## src/rtl/rtg_pkg.sv

```systemverilog
package rtg_pkg;
  localparam int HW  = 16;  // horizontal field width
  localparam int VW  = 16;  // vertical total width
  localparam int VSW = 8;   // short vertical field width
  localparam int AW  = 4;   // register address width
  localparam int DW  = 8;   // register data width

  typedef struct packed {
    logic           ilace;
    logic           vs_pol;
    logic           hs_pol;
    logic [HW-1:0]  htot;
    logic [HW-1:0]  hblank;
    logic [HW-1:0]  hdelay;
    logic [HW-1:0]  hwidth;
    logic [VW-1:0]  vtot;
    logic [VSW-1:0] vblank;
    logic [VSW-1:0] vdelay;
    logic [VSW-1:0] vwidth;
  } tcfg_t;

  localparam logic [AW-1:0] A_CTRL  = 4'd0;
  localparam logic [AW-1:0] A_HT_L  = 4'd1;
  localparam logic [AW-1:0] A_HT_H  = 4'd2;
  localparam logic [AW-1:0] A_HB_L  = 4'd3;
  localparam logic [AW-1:0] A_HB_H  = 4'd4;
  localparam logic [AW-1:0] A_HD_L  = 4'd5;
  localparam logic [AW-1:0] A_HD_H  = 4'd6;
  localparam logic [AW-1:0] A_HW_L  = 4'd7;
  localparam logic [AW-1:0] A_HW_H  = 4'd8;
  localparam logic [AW-1:0] A_VT_L  = 4'd9;
  localparam logic [AW-1:0] A_VT_H  = 4'd10;
  localparam logic [AW-1:0] A_VB    = 4'd11;
  localparam logic [AW-1:0] A_VD    = 4'd12;
  localparam logic [AW-1:0] A_VWID  = 4'd13;
endpackage

```

## src/rtl/rtg_cfg_regs.sv

```systemverilog
module rtg_cfg_regs
  import rtg_pkg::*;
#(
  parameter tcfg_t DEF = '0
) (
  input  logic          clk,
  input  logic          rst,
  input  logic          we,
  input  logic [AW-1:0] addr,
  input  logic [DW-1:0] wdata,
  input  logic          load,
  output tcfg_t         act
);
  tcfg_t shadow;

  // Shadow set: byte writes at any time
  always_ff @(posedge clk) begin
    if (rst) begin
      shadow <= DEF;
    end else if (we) begin
      unique case (addr)
        A_CTRL: begin
          shadow.hs_pol <= wdata[0];
          shadow.vs_pol <= wdata[1];
          shadow.ilace  <= wdata[2];
        end
        A_HT_L: shadow.htot[7:0]      <= wdata;
        A_HT_H: shadow.htot[HW-1:8]   <= wdata[HW-9:0];
        A_HB_L: shadow.hblank[7:0]    <= wdata;
        A_HB_H: shadow.hblank[HW-1:8] <= wdata[HW-9:0];
        A_HD_L: shadow.hdelay[7:0]    <= wdata;
        A_HD_H: shadow.hdelay[HW-1:8] <= wdata[HW-9:0];
        A_HW_L: shadow.hwidth[7:0]    <= wdata;
        A_HW_H: shadow.hwidth[HW-1:8] <= wdata[HW-9:0];
        A_VT_L: shadow.vtot[7:0]      <= wdata;
        A_VT_H: shadow.vtot[VW-1:8]   <= wdata[VW-9:0];
        A_VB:   shadow.vblank         <= wdata[VSW-1:0];
        A_VD:   shadow.vdelay         <= wdata[VSW-1:0];
        A_VWID: shadow.vwidth         <= wdata[VSW-1:0];
        default: ;  // unmapped addresses are dropped
      endcase
    end
  end

  // Running set: whole-set transfer at the frame wrap
  always_ff @(posedge clk) begin
    if (rst) begin
      act <= DEF;
    end else if (load) begin
      act <= shadow;
    end
  end
endmodule

```

## src/rtl/rtg_hcount.sv

```systemverilog
module rtg_hcount
  import rtg_pkg::*;
(
  input  logic          clk,
  input  logic          rst,
  input  tcfg_t         cfg,
  output logic [HW-1:0] px,
  output logic          wrap,
  output logic          de,
  output logic          sync_raw,
  output logic          second_half
);
  logic [HW:0]   px_next;
  logic [HW-1:0] act_w;
  logic [HW-1:0] sync_start;
  logic [HW:0]   sync_stop;

  always_comb begin
    px_next     = {1'b0, px} + {{HW{1'b0}}, 1'b1};
    wrap        = px_next >= {1'b0, cfg.htot};
    act_w       = cfg.htot - cfg.hblank;
    de          = px < act_w;
    sync_start  = cfg.htot - cfg.hdelay;
    sync_stop   = {1'b0, sync_start} + {1'b0, cfg.hwidth};
    sync_raw    = (px >= sync_start) && ({1'b0, px} < sync_stop);
    second_half = px >= (cfg.htot >> 1);
  end

  always_ff @(posedge clk) begin
    if (rst)       px <= '0;
    else if (wrap) px <= '0;
    else           px <= px_next[HW-1:0];
  end
endmodule

```

## src/rtl/rtg_vcount.sv

```systemverilog
module rtg_vcount
  import rtg_pkg::*;
(
  input  logic          clk,
  input  logic          rst,
  input  tcfg_t         cfg,
  input  logic          hwrap,
  output logic [VW-1:0] ln,
  output logic          field,
  output logic          frame_end,
  output logic          de,
  output logic          win_cur,
  output logic          win_prev
);
  logic [VW:0]   vt_plus;
  logic [VW-1:0] ftot;
  logic [VW:0]   ln_next;
  logic          vwrap;
  logic [VW-1:0] vs_start;
  logic [VW:0]   vs_stop;
  logic [VW-1:0] ln_prev;

  always_comb begin
    vt_plus = {1'b0, cfg.vtot} + {{VW{1'b0}}, 1'b1};
    if (!cfg.ilace)  ftot = cfg.vtot;
    else if (field)  ftot = cfg.vtot >> 1;
    else             ftot = vt_plus[VW:1];
    ln_next   = {1'b0, ln} + {{VW{1'b0}}, 1'b1};
    vwrap     = ln_next >= {1'b0, ftot};
    frame_end = hwrap && vwrap && (!cfg.ilace || field);
    de        = ln < (ftot - {{(VW-VSW){1'b0}}, cfg.vblank});
    vs_start  = ftot - {{(VW-VSW){1'b0}}, cfg.vdelay};
    vs_stop   = {1'b0, vs_start} + {{(VW-VSW+1){1'b0}}, cfg.vwidth};
    ln_prev   = ln - {{(VW-1){1'b0}}, 1'b1};
    win_cur   = (ln >= vs_start) && ({1'b0, ln} < vs_stop);
    win_prev  = (ln != '0) && (ln_prev >= vs_start) && ({1'b0, ln_prev} < vs_stop);
  end

  always_ff @(posedge clk) begin
    if (rst) begin
      ln    <= '0;
      field <= 1'b0;
    end else if (hwrap) begin
      if (vwrap) begin
        ln    <= '0;
        field <= cfg.ilace && !field;
      end else begin
        ln    <= ln_next[VW-1:0];
      end
    end
  end
endmodule

```

## src/rtl/rast_timing_gen.sv

```systemverilog
module rast_timing_gen
  import rtg_pkg::*;
#(
  parameter logic [HW-1:0]  DEF_HTOT   = 16'd2200,
  parameter logic [HW-1:0]  DEF_HBLANK = 16'd280,
  parameter logic [HW-1:0]  DEF_HDELAY = 16'd192,
  parameter logic [HW-1:0]  DEF_HWIDTH = 16'd44,
  parameter logic [VW-1:0]  DEF_VTOT   = 16'd1125,
  parameter logic [VSW-1:0] DEF_VBLANK = 8'd45,
  parameter logic [VSW-1:0] DEF_VDELAY = 8'd41,
  parameter logic [VSW-1:0] DEF_VWIDTH = 8'd5,
  parameter logic [2:0]     DEF_CTRL   = 3'b011
) (
  input  logic          clk,
  input  logic          rst,
  input  logic          cfg_we,
  input  logic [3:0]    cfg_addr,
  input  logic [7:0]    cfg_wdata,
  output logic          hsync_o,
  output logic          vsync_o,
  output logic          de_o,
  output logic          field_o,
  output logic [15:0]   px_o,
  output logic [15:0]   ln_o
);
  localparam tcfg_t DEF_CFG = '{
    ilace:  DEF_CTRL[2], vs_pol: DEF_CTRL[1], hs_pol: DEF_CTRL[0],
    htot:   DEF_HTOT,    hblank: DEF_HBLANK,  hdelay: DEF_HDELAY,
    hwidth: DEF_HWIDTH,  vtot:   DEF_VTOT,    vblank: DEF_VBLANK,
    vdelay: DEF_VDELAY,  vwidth: DEF_VWIDTH
  };

  tcfg_t         act_cfg;
  logic [HW-1:0] px;
  logic [VW-1:0] ln;
  logic          hwrap, hde, hs_raw, second_half;
  logic          field, frame_end, vde, win_cur, win_prev;
  logic          vs_raw;

  rtg_cfg_regs #(.DEF(DEF_CFG)) u_regs (
    .clk(clk), .rst(rst), .we(cfg_we), .addr(cfg_addr), .wdata(cfg_wdata),
    .load(frame_end), .act(act_cfg)
  );

  rtg_hcount u_h (
    .clk(clk), .rst(rst), .cfg(act_cfg), .px(px), .wrap(hwrap), .de(hde),
    .sync_raw(hs_raw), .second_half(second_half)
  );

  rtg_vcount u_v (
    .clk(clk), .rst(rst), .cfg(act_cfg), .hwrap(hwrap), .ln(ln), .field(field),
    .frame_end(frame_end), .de(vde), .win_cur(win_cur), .win_prev(win_prev)
  );

  // Field 1 moves its vertical sync edges to the middle of the line
  always_comb begin
    if (act_cfg.ilace && field) vs_raw = second_half ? win_cur : win_prev;
    else                        vs_raw = win_cur;
  end

  assign hsync_o = act_cfg.hs_pol ? hs_raw : !hs_raw;
  assign vsync_o = act_cfg.vs_pol ? vs_raw : !vs_raw;
  assign de_o    = hde && vde;
  assign field_o = field;
  assign px_o    = px;
  assign ln_o    = ln;
endmodule

```

## config.mk

```make
export PLATFORM = sky130hd
export DESIGN_NAME = rast_timing_gen
export DESIGN_NICKNAME = d
export VERILOG_FILES = /design/src/rtl/rtg_pkg.sv /design/src/rtl/rtg_cfg_regs.sv /design/src/rtl/rtg_hcount.sv /design/src/rtl/rtg_vcount.sv /design/src/rtl/rast_timing_gen.sv
export SDC_FILE = /design/constraint.sdc
export NUM_CORES = 1
export LEC_CHECK = 0
export BUFFER_PORTS_ARGS = -buffer_cell sky130_fd_sc_hd__buf_2
export CAP_MARGIN = 20
export CORE_ASPECT_RATIO = 0.75
export CORE_MARGIN = 10
export CORE_UTILIZATION = 37
export CTS_CLUSTER_DIAMETER = 30
export DETAILED_ROUTE_END_ITERATION = 16
export GPL_ROUTABILITY_DRIVEN = 1
export GPL_TIMING_DRIVEN = 0
export SETUP_SLACK_MARGIN = 0.3
export SYNTH_ARGS = -nofsm -noshare
export SYNTH_HDL_FRONTEND = slang
export SYNTH_SLANG_ARGS = --single-unit
```

## constraint.sdc

```tcl
create_clock -name clk -period 12.8 [get_ports clk]
set_clock_uncertainty 0.2 [all_clocks]
set_input_delay 2.56 -clock clk [delete_from_list [all_inputs] [get_ports clk]]
set_output_delay 2.56 -clock clk [all_outputs]
set_load 0.01 [all_outputs]
```

==> metrics.yaml <==
cp-start-kind: "register"
hold_viol: 0
grt_pass1_vias: 14103
rsz0062_at_grt: "false"
rows: 68
synthSimpleGateAreaFrac_pct: 16.2
syn_nets: 2259
cts_tree: "built"
ys_seq_area_share_pct: 28.9
drtIter0Drc: 1321
critPathKind: "register to output pin"
postCtsHoldBufs: 0
finalWorstSetupSlack_ps: 2260
yosys.area.top_type: "dfxtp_1"
cts-root-buf: "clkbuf_16"
min_period_ps: 10540
totalWireLength_um: 50400
cts_resized: 0
yosysWarnings: 0
chipWidth_um: 268
synth_edf_count: 0
synth_fa_ha_area_share_pct: 18.4
layout-drive-gt1-share_pct: 8.57
dr.pass1.iters: 5
muxShareOfSynthArea_pct: 10.6
vias: 14579
dp.cells: 2645
synth_cell_types: 76
power_density_nw_per_um2: 111
start_util_pct: 37.3
n_fill_cell: 4393
synthXorXnorAreaFrac_pct: 6.34
fmax_mhz: 94.9
status: "finished, final reports clean"
cts_max_path_buffers: 3
holdPathStages: 2
vias_per_cell: 5.31
ios: 51
finalSetupTns_ps: 0
dp_slack_ps: 2920
critPathLaunch: "u_regs.act[106]"
worst_path_most_repeated_cell: "a21oi_1"
fp.dieH_um: 206
grt_max_degree: 15
fp.dieArea_sq_um: 55300
hold-path-endpoint: "u_regs.shadow[14]"
synth-compound-area-share_pct: 13.8
drv_cap: 0
clk_latency_ps: 570
nets: 2366
r2r_start: "u_regs.act[106]"
setup_viol: 0
synth_area_sq_um: 17100
grtUsageTotal_pct: 18.0
synth_area_leaders: "dfxtp_1 (29%), ha_1 (17%), mux2i_1 (10%)"
yosysTopAreaCellShare_pct: 28.9
ir_worst_vdd_mv: 0.102
coreArea_sq_um: 45900
crit_buf_inv: 5
synth_top_family_by_area: "adder cells"
hold_start: "u_regs.shadow[14]"
grt_pass1_wl_um: 79100
crit_fanout: 10
cp_slowest_stage_delay_ps: 720
wire_per_inst_um: 18.4
r2r_cells: 23
rrSetupSlack_ps: 6390
relSlewSlack_pct: 25.3
synth-seq-cells: 247
crit_arrival_ps: 7780
io_buffers: 49
cellLeakagePower_nw: 8.71
ys_async_sr_fraction_pct: 0
synth_area_per_cell_sq_um: 8.56
finalMaxSlewViolations: 0
gp_congestion: 0.895
cp-end-kind: "output pin"
final_common_cell: "dfxtp_1"
antenna_found_initial: 5
worst_pin_slew_ps: 1120
cts_inserted_buffers: 52
cts_setup_buffers: 0
clock_sinks: 247
hold_class: "register to register"
crit_required_ps: 10040
postRouteAntennaNets: 0
finalCritPeriodShare_pct: 82.3
syn-instance-count: 1999
crit_path_top_delay_cell: "a221oi_1"
dp_hpwl_um: 39500
reg2reg_to: "u_regs.act[99]"
timing.hold.ws_ps: 261
final_cell_mix: "dfxtp_1 (247), ha_1 (239), nor2_1 (219), mux2i_1 (179), inv_1 (164)"
drc: 0
synthToLayoutAreaGrowth_pct: 16.5
synth_ff_type: "dfxtp_1"
grt-ovfl-total: 0
clkTransAtPathRegs_ps: 50
htreeDepth: 2
cpLargestDelayFamily: "compound AO/OA/AOI/OAI gates"
layoutNonFillerInstCount: 2745
[state kept, by name, indices dropped and copies added (netlist names)]
register       cells
u_h.px            16
u_regs.act       107
u_regs.shadow    107
u_v.field          1
u_v.ln            16
[worst max path at each step]
stage | endpoint | slack [ps] | depth (start not counted)
final | vsync_o | 2260 | 29
after global routing | vsync_o | 1640 | 29
after CTS | vsync_o | 2300 | 29
after detailed placement | vsync_o | 2920 | 29
after global placement | vsync_o | 3080 | 29
after floorplan | vsync_o | 4630 | 27
[synth_stat cells, types with 22 or more instances]
library cell,instances
o21a_1,33
and3_1,37
inv_1,164
nand2b_1,31
xnor2_1,71
xor2_1,51
nor2b_1,23
nand3_1,45
a21o_1,42
mux2i_1,179
ha_1,239
nand2_1,127
clkbuf_1,64
o21ai_0,75
a21oi_1,105
nor3_1,33
dfxtp_1,247
nor2_1,219
o211ai_1,22
[through the flow]
step	total power, W	area (sq um)	util [%]
6_report	0.00221	19900	43.5
2_1_floorplan	0.000831	17100	-
4_1_cts	0.00222	19900	43.4
3_5_place_dp	0.000857	18100	39.5
3_3_place_gp	0.000856	18100	39.5
5_1_grt	0.00226	19900	43.5
[cell families after synthesis]
logic type / count (synthesis)
AO/OA/AOI/OAI: 367
multiplexers: 180
AND/OR/NAND/NOR: 583
XOR/XNOR: 123
buffers and inverters: 251
flip-flops: 247
adder cells (fa/ha/maj): 248
[power by group]
group | internal [W] | leakage [nW] | switching, W
registers | 0.000776 | 1.99 | 0.00000526
clock network | 0.000909 | 0.858 | 0.000454
logic | 0.0000191 | 5.86 | 0.0000435
[worst reg2reg max path, cell delays in order, from the launching register on]
cell and delay [ps]:
dfxtp_1 400, buf_2 250, buf_1 410, buf_1 370, nor2_1 100, a21oi_1 440
inv_1 230, ha_1 350, nor2b_1 140, o21a_1 160, o21a_1 170, o21a_1 170
o21a_1 170, o21a_1 170, o21a_1 170, o21ai_1 120, a21oi_1 110, o41ai_1 760
a211oi_1 160, clkbuf_1 290, buf_2 290, clkbuf_1 320, nand2_1 190, o211ai_1 100
[layer usage]
layer / track usage [%] / part of all wire, % / vias up
met3: 3.38 / 6.1 / 70
li1: - / - / 7210
met2: 26.5 / 41 / 402
met1: 26.2 / 51 / 6895
met4: 5.03 / 2.4 / 2
met5: 0 / 0.014 / -
[layout make-up]
class                           instances  area (sq um)  share of cell area, %
Antenna cell                            3          7.51                 0.0376
Buffer                                 85           364                   1.83
Clock buffer                           62          1380                   6.91
Clock inverter                         33           413                   2.07
Inverter                              166           623                   3.12
Multi-Input combinational cell       1501         11200                   56.1
Sequential cell                       247          4940                   24.8
Tap cell                              595           744                   3.73
Timing Repair Buffer                   53           287                   1.44
Note: power is estimated with default switching activity, not from simulation.
